$ cat config.mk
export PLATFORM = sky130hd
export DESIGN_NAME = sc_t0_rx
export DESIGN_NICKNAME = d
export VERILOG_FILES = /design/src/rtl/sc_t0_rx.sv
export SDC_FILE = /design/constraint.sdc
export NUM_CORES = 1
export LEC_CHECK = 0
export ABC_AREA = 1
export BUFFER_PORTS_ARGS = -buffer_cell sky130_fd_sc_hd__clkbuf_2
export CORE_MARGIN = 4
export CORE_UTILIZATION = 46
export DETAILED_ROUTE_END_ITERATION = 10
export PLACE_DENSITY = 0.64
export SETUP_SLACK_MARGIN = 0.1
export SYNTH_ARGS = -nofsm -noshare
export SYNTH_HDL_FRONTEND = slang
export SYNTH_SLANG_ARGS = --single-unit
$ cat constraint.sdc
create_clock -name clk -period 3 [get_ports clk]
set_input_delay 0.3 -clock clk [delete_from_list [all_inputs] [get_ports clk]]
set_output_delay 0.3 -clock clk [all_outputs]
set_load 0.05 [all_outputs]
$ cat src/rtl/sc_t0_rx.sv
module sc_t0_rx #(
  parameter int ETU_W = 12
) (
  input  logic             clk,
  input  logic             rst_n,
  input  logic [ETU_W-1:0] etu_clks,
  input  logic             t0_mode,
  input  logic             parity_dis,
  input  logic             brk_en,
  input  logic [1:0]       brk_sel,
  input  logic             ts_arm_set,
  input  logic             conv_wr,
  input  logic             conv_wdata,
  output logic             ts_armed,
  output logic             conv_direct,
  input  logic             io_in,
  output logic             io_drive_low,
  output logic             m_valid,
  output logic [7:0]       m_data,
  input  logic             m_ready,
  output logic             parity_err,
  output logic             ts_err,
  output logic             guard_strobe
);

  localparam int HX_W       = 5;
  localparam int H_PARITY   = 18;
  localparam int H_BRK_ON   = 20;
  localparam int H_STROBE   = 21;
  localparam int H_LAST     = 24;
  localparam logic [7:0] TS_DIRECT_RAW  = 8'h3B;
  localparam logic [7:0] TS_INVERSE_RAW = 8'h03;

  logic             io_s, io_p;
  logic             busy;
  logic [ETU_W-1:0] hcnt;
  logic [HX_W-1:0]  hidx;
  logic [7:0]       raw;
  logic             brk_pend;
  logic [2:0]       brk_len;
  logic [7:0]       inv_byte;

  wire [ETU_W-1:0] half_clks = {1'b0, etu_clks[ETU_W-1:1]};
  wire tick       = busy && (hcnt == half_clks - 1'b1);
  wire start_fail = tick && (hidx == '0) && io_s;
  wire shift_bit  = tick && !hidx[0] && (hidx >= HX_W'(2)) && (hidx <= HX_W'(16));
  wire done       = tick && (hidx == HX_W'(H_PARITY));

  wire ts_dir   = ts_armed && (raw == TS_DIRECT_RAW);
  wire ts_inv   = ts_armed && (raw == TS_INVERSE_RAW);
  wire use_dir  = ts_dir ? 1'b1 : (ts_inv ? 1'b0 : conv_direct);
  wire par_bad  = !parity_dis && ((^{raw, io_s}) ^ !use_dir);
  wire brk_go   = par_bad && t0_mode && brk_en;
  wire [2:0] sel_len = (brk_sel == 2'b01) ? 3'd3 : (brk_sel == 2'b10) ? 3'd4 : 3'd2;
  wire [HX_W-1:0] h_release = HX_W'(H_BRK_ON) + {2'b00, brk_len};

  always_comb
    for (int i = 0; i < 8; i++) inv_byte[7-i] = ~raw[i];

  always_ff @(posedge clk) begin
    if (!rst_n) begin
      io_s <= 1'b1;
      io_p <= 1'b1;
    end else begin
      io_s <= io_in;
      io_p <= io_s;
    end
  end

  always_ff @(posedge clk) begin
    if (!rst_n) begin
      busy <= 1'b0;
      hcnt <= '0;
      hidx <= '0;
    end else if (!busy) begin
      if (io_p && !io_s) begin
        busy <= 1'b1;
        hcnt <= '0;
        hidx <= '0;
      end
    end else if (tick) begin
      hcnt <= '0;
      hidx <= hidx + 1'b1;
      if (start_fail || hidx == HX_W'(H_LAST)) busy <= 1'b0;
    end else begin
      hcnt <= hcnt + 1'b1;
    end
  end

  always_ff @(posedge clk) begin
    if (!rst_n) raw <= '0;
    else if (shift_bit) raw <= {io_s, raw[7:1]};
  end

  always_ff @(posedge clk) begin
    if (!rst_n) begin
      brk_pend     <= 1'b0;
      brk_len      <= 3'd2;
      io_drive_low <= 1'b0;
    end else begin
      if (done) begin
        brk_pend <= brk_go;
        brk_len  <= sel_len;
      end
      if (tick && hidx == HX_W'(H_BRK_ON)) io_drive_low <= brk_pend;
      else if (tick && (hidx == h_release || hidx == HX_W'(H_LAST))) io_drive_low <= 1'b0;
    end
  end

  always_ff @(posedge clk) begin
    if (!rst_n) begin
      parity_err   <= 1'b0;
      ts_err       <= 1'b0;
      guard_strobe <= 1'b0;
      m_valid      <= 1'b0;
      m_data       <= '0;
    end else begin
      parity_err   <= done && par_bad;
      ts_err       <= done && ts_armed && !ts_dir && !ts_inv;
      guard_strobe <= tick && (hidx == HX_W'(H_STROBE));
      if (done && !brk_go) begin
        m_valid <= 1'b1;
        m_data  <= use_dir ? raw : inv_byte;
      end else if (m_ready) begin
        m_valid <= 1'b0;
      end
    end
  end

  always_ff @(posedge clk) begin
    if (!rst_n) begin
      ts_armed    <= 1'b0;
      conv_direct <= 1'b1;
    end else begin
      if (ts_arm_set) ts_armed <= 1'b1;
      else if (done)  ts_armed <= 1'b0;
      if (conv_wr)     conv_direct <= conv_wdata;
      else if (ts_dir && done) conv_direct <= 1'b1;
      else if (ts_inv && done) conv_direct <= 1'b0;
    end
  end

endmodule

# After elaboration in Yosys (flattened, before gate mapping)
# Index checks and enable logic that the tools add are counted.
[word_totals]
reg_bits = 47
input_bits = 24
output_inout_bits = 15
wordCells = 106
[op_classes]
add_sub_neg = 4
magnitude_cmp = 2
eq_ne = 11
n_mux = 24
bitwise_logic = 9
reduce_logical = 40
[op_table]
columns = ["cell", "count"]
rows = [
  ["12-bit 2-to-1 mux", 3],
  ["1-bit logical AND", 23],
  ["5-bit equality test, second input constant", 4],
  ["1-bit 2-to-1 mux", 15],
  ["5-bit 2-to-1 mux", 3],
  ["12-bit by 1-bit adder with 12-bit output, second input constant", 1],
  ["12-bit equality test", 1],
  ["11-bit by 1-bit subtractor with 12-bit output, second input constant", 1],
  ["9-bit XOR reduction", 1],
  ["8-bit by 2-bit equality test with 1-bit output, second input constant", 1],
  ["8-bit by 6-bit equality test with 1-bit output, second input constant", 1],
  ["8-bit 2-to-1 mux", 1],
  ["1-bit NOT", 8],
  ["2-bit nonzero test", 4],
  ["1-bit zero test", 7],
  ["3-bit 2-to-1 mux", 2],
  ["5-bit by 1-bit adder with 5-bit output, second input constant", 1],
  ["5-bit by 3-bit adder with 5-bit output, first input constant", 1],
  ["5-bit equality test", 1],
  ["5-bit by 2-bit greater-or-equal comparator with 1-bit output, second input constant", 1],
  ["5-bit less-or-equal comparator, second input constant", 1],
  ["5-bit zero test", 1],
  ["3-bit nonzero test", 1],
  ["2-bit by 1-bit equality test with 1-bit output, second input constant", 1],
  ["5 further kinds", 6],
]

# Longest topological paths before layout
[depth]
ltp_word = 12
depth_mapped = 18
depth_no_buf = 17

# Worst setup path after synthesis
# Ideal clock, no wire load.
[synth_path]
path_type = "register to register"
start = "reg ts_armed"
end = "reg m_valid"
setup_ns = 0.128
arrival_time_ns = 1.875
required_ns = 2.872
path_slack_ns = 0.998
path_stages_with_launch = 14
path_buffers = 0
period_less_slack_ns = 2.002
path_cell_list = "dfxtp_1 -> inv_1 -> nor3_1 -> nand3_1 -> nand2_1 -> nand2_1 -> nand2_1 -> nand2_1 -> nand2_1 -> nand3_1 -> nor2_1 -> nor2_4 -> nor2_1 -> nor2_1"
[synth_via]
elab_chain_len = 11
elab_cells_between_ends = 13
classes_between = "3 x mux; 1 x bitwise; 9 x reduce/logical"
[synth_rtl]
columns = ["item", "line", "source"]
rows = [
  ["start, declared", "14", "output logic ts_armed,"],
  ["start signal, assigned", "132", "ts_armed <= 1'b0;"],
  ["start signal, assigned", "135", "if (ts_arm_set) ts_armed <= 1'b1;"],
  ["start signal, assigned", "136", "else if (done) ts_armed <= 1'b0;"],
  ["1-bit logical AND", "50", "wire ts_inv = ts_armed && (raw == TS_INVERSE_RAW);"],
  ["1-bit 2-to-1 mux", "51", "wire use_dir = ts_dir ? 1'b1 : (ts_inv ? 1'b0 : conv_direct);"],
  ["1-bit 2-to-1 mux *", "51", ""],
  ["1-bit zero test *", "52", "wire par_bad = !parity_dis && ((^{raw, io_s}) ^ !use_dir);"],
  ["1-bit XOR *", "52", ""],
  ["1-bit logical AND *", "52", ""],
  ["1-bit logical AND * (2 in a row)", "53", "wire brk_go = par_bad && t0_mode && brk_en;"],
  ["1-bit zero test *", "121", "if (done && !brk_go) begin"],
  ["1-bit logical AND *", "121", ""],
  ["1-bit 2-to-1 mux or 2-bit nonzero test (tied branches)", "--", ""],
  ["end signal, assigned", "115", "m_valid <= 1'b0;"],
  ["end signal, assigned", "122", "m_valid <= 1'b1;"],
  ["end signal, assigned", "125", "m_valid <= 1'b0;"],
  ["end, declared", "18", "output logic m_valid,"],
]
# Mark *: on every way between the ends. The rest lies on a longest branch, timed or not.
# A chain may end at the register's enable or synchronous reset.

# Worst setup path after layout
[layout_path]
start = "reg raw[5]"
end = "reg m_data[2]"
[layout_via]
elab_chain_len = 11
elab_cells_between_ends = 16
classes_between = "2 x eq/ne; 3 x mux; 2 x bitwise; 9 x reduce/logical"
[layout_rtl]
columns = ["item", "line", "source"]
rows = [
  ["start, declared", "38", "logic [7:0] raw;"],
  ["start signal, assigned", "92", "else if (shift_bit) raw <= {io_s, raw[7:1]};"],
  ["8-bit by 2-bit equality test with 1-bit output", "50", ""],
  ["1-bit logical AND", "50", ""],
  ["1-bit 2-to-1 mux (2 in a row)", "51", ""],
  ["1-bit zero test", "52", ""],
  ["1-bit XOR", "52", ""],
  ["1-bit logical AND", "52", ""],
  ["1-bit logical AND (2 in a row)", "53", ""],
  ["1-bit zero test", "121", ""],
  ["1-bit logical AND", "121", ""],
  ["end signal, assigned", "123", "m_data <= use_dir ? raw : inv_byte;"],
  ["end, declared", "19", "output logic [7:0] m_data,"],
]
# Parallel ways exist; a longest one is shown, timed or not.

==> metrics.md <==
| Metric | Value |
|---|---|
| Number of CTS-inserted buffers | 5 |
| Post-synth EDFFs | 0 |
| Pin count of the biggest net entering global routing | 27 |
| Most Crowded Layer GR | met2 |
| Hold Buf Count CTS | 0 |
| GRT Total Usage | 17.81% |
| Yosys cell types | 38 |
| Worst EP required | about 3.2 ns |
| Sequential cell area | around 940 sq um |
| GRT met1 Usage | 22.87% |
| Critical path launch point | raw[5] |
| Detailed router's first-iteration violation count | 90 |
| Post-CTS Setup Bufs | 0 |
| Drt first pass iters | 4 |
| Top-Level Pins | 39 |
| Yosys top cell area share | a little under a third |
| Synth Cell Area | 3053 sq um |
| Core area | approximately 6400 sq um |
| Via Count | roughly 3000 |
| Asr flop ratio synth | 0% |
| Post-route ant nets | 0 |
| Clock Skew | 0.006973 ns |
| Layout cells sized above 1 | 14.56% |
| Outcome | finished clean |
| Hold endpoint | io_s |
| WL/cell | between 10 and 15 microns |
| Main synth FF type | dfxtp_1 |
| Worst slack, placed | 0.5814 ns |
| MaxCap Viol Count | 0 |
| Initial core utilization | 47.81% |
| Synth top cells by count | nand2_1 (131), nor2_1 (73), inv_1 (52) |
| Pwr per Cell Area | roughly 350 nW/um^2 |
| Row cnt | 29 |
| DIE HEIGHT | 89.47 microns |
| GP Congestion | 0.8696 |
| Warnings, synthesis | 0 |
| Count leader, synth | nand2_1 |
| Die ar. | about 8000 sq um |
| CP endpoint kind | flip-flop |
| VDD IR-drop max | 0.1939 mV |
| Hold Crit Depth | 2 |
| Syn Area/Cell | 6.256 sq um |
| Yosys reg bits | 47 |
| # H-tree levels | 2 |
| Number of cells produced by synthesis | around 490 |
| Hold Startpoint | io_in |
| FF-to-FF setup slack | ~0.74 ns |
| Fin Setup TNS | 0 ns |
| Vias per inst | 4.980 |
| Met2 Usage GRT | 30.07% |
| # DRC | 0 |
| Area Growth Syn to Fin | 10.86% |
| FF-to-FF path depth | 10 |
| Final Hold Viols | 0 |
| Final setup margin | 0.7409 ns |
| Total congestion overflow | 0 |
| Largest cells by area after synthesis | dfxtp_1 (31%), nand2_1 (16%), nor2_1 (9.0%) |
| Crit path DAT | 2.50 ns |
| P_leak | 1.633 nW |
| Port Buffers | 37 |
| RSZ-0062 raised after global routing | no |
| Clk Latency, worst-skew pair | 0.30 ns |
| Final #Nets | 551 |
| TritonCTS clock tree | done |
| Number of setup violations in the final report | 0 |
| Max FO, Critical Path | 15 |
| Tcrit/Tclk final | 75.30% |
| Seq/Total Area, Yosys | 30.82% |
| Clock Sinks | 47 |
| Max-Slew Margin vs Limit | between 30 and 40% |
| Final core utilization | 53.00% |
| Root buffer cell | clkbuf_8 |
| Fmax | 442.7 MHz |
| Die width | between 80 and 90 microns |
| Area taken by multi-input logic gates | 1842 sq um |
| Routed WL | 6772 microns |
| Vias in the first global route | ~2600 |
| CTS clock-pin slew for the worst setup and hold paths | roughly 0.090 ns |
| Crit start category | flip-flop |
| Post-CTS resize count | 0 |
| Reg-to-reg critical path endpoint | m_data[2] |
| Longest Clk Path Bufs | 2 |
| Least-Margin Pin Slew | 1.048 ns |
| Hpwl dp | 5229 microns |
| R2R Path Start | raw[5] |
| ANT cells | 0 |
| First-pass GRT wire length | 11410 microns |
| Syn Nets | 518 |
| Fillers | 674 |
| Crit path kind | flip-flop to flip-flop |
| Antenna violations before repair | 0 |
| Synth area leader | dfxtp_1 |
| M3 GR Usage | 3.410% |
| Final Max Slew Viols | 0 |
| Min-Delay Path Class | input pin to flip-flop |
| Final min period | 2.259 ns |
-- report_power, final --
part / internal [mW] / switching [mW] / total, mW / leakage (nW)
Combinational: 0.0458 / 0.0873 / 0.133 / 1.21
Sequential: 0.629 / 0.00848 / 0.637 / 0.380
Clock: 0.188 / 0.218 / 0.407 / 0.0474
-- how the worst max path moves through the flow --
stage / to / slack [ns] / cells after the start
global route: m_data[3] / 0.50 / 10
CTS: m_data[2] / 0.79 / 10
floorplan: m_valid / 1.0 / 13
finish: m_data[2] / 0.74 / 10
global placement: raw[6] / 0.61 / 15
detailed placement: raw[5] / 0.58 / 18
-- cell type report --
cell class	instances	share of cell area (%)
inverter	57	6.322
timing repair buffer	38	5.693
clock buffer	6	2.440
clock inverter	2	0.4806
tap	77	2.847
sequential	47	27.80
multi-input combinational	372	54.42
-- kinds of logic after synthesis --
family | after synthesis | share of synthesized area [%]
fa+ha+maj | 6 | 2.459
simple gates | 301 | 44.34
compound gates | 49 | 8.934
flops | 47 | 30.82
xor+xnor | 16 | 4.590
buf+inv | 69 | 8.852
-- flip-flops by register name, summed over array words and instances, names as in the netlist --
| name | flops |
|---|---|
| hidx | 5 |
| io_p | 1 |
| guard_strobe | 1 |
| ts_armed | 1 |
| m_valid | 1 |
| hcnt | 12 |
| ts_err | 1 |
| brk_pend | 1 |
| busy | 1 |
| parity_err | 1 |
| brk_len | 3 |
| io_drive_low | 1 |
| io_s | 1 |
| m_data | 8 |
| raw | 8 |
| conv_direct | 1 |
-- critical path, stage by stage, from the launching register on --
cell,delay (ns)
dfxtp_1,0.44
inv_1,0.12
nor3_1,0.21
nand4_1,0.16
nand2_1,0.35
nand2_1,0.16
nand3_1,0.14
nand4_1,0.27
nand3b_1,0.19
nand2_1,0.07
nor2_1,0.09
-- layer usage --
metal	wire length (microns)	up-vias
met5	0	-
met4	103	0
met3	268	11
met2	3126	56
met1	3275	1296
li1	-	1620
-- through the flow --
| step | cells | total power [mW] | hold slack, ns | area (sq um) |
|---|---|---|---|---|
| 2_1_floorplan | 488 | 0.7445 | 0.4066 | 3053 |
| 3_3_place_gp | 591 | 0.7836 | 0.4445 | 3286 |
| 3_5_place_dp | 591 | 0.7852 | 0.4475 | 3286 |
| 4_1_cts | 599 | 1.203 | 0.1706 | 3385 |
| 5_1_grt | 599 | 1.239 | 0.1940 | 3385 |
| 6_report | 599 | 1.177 | 0.1872 | 3385 |
-- layout by cell type (no fill, tap or decap), types with 2 or more instances in the layout --
master    count
dfxtp_1      47
xnor2_1       6
nand2_1     131
nor2_2        7
o211ai_1      2
nand2_2       9
nand3_1      43
clkbuf_2     37
a21oi_1      23
clkbuf_8      6
ha_1          6
nor2_1       73
nand3b_1      6
nor3_1        9
inv_2         5
or2_2         2
xor2_1       10
nor2_4        3
inv_1        52
o21bai_1      2
nand4_1      12
o21ai_0      15
Power figures use the tool's default switching activity.
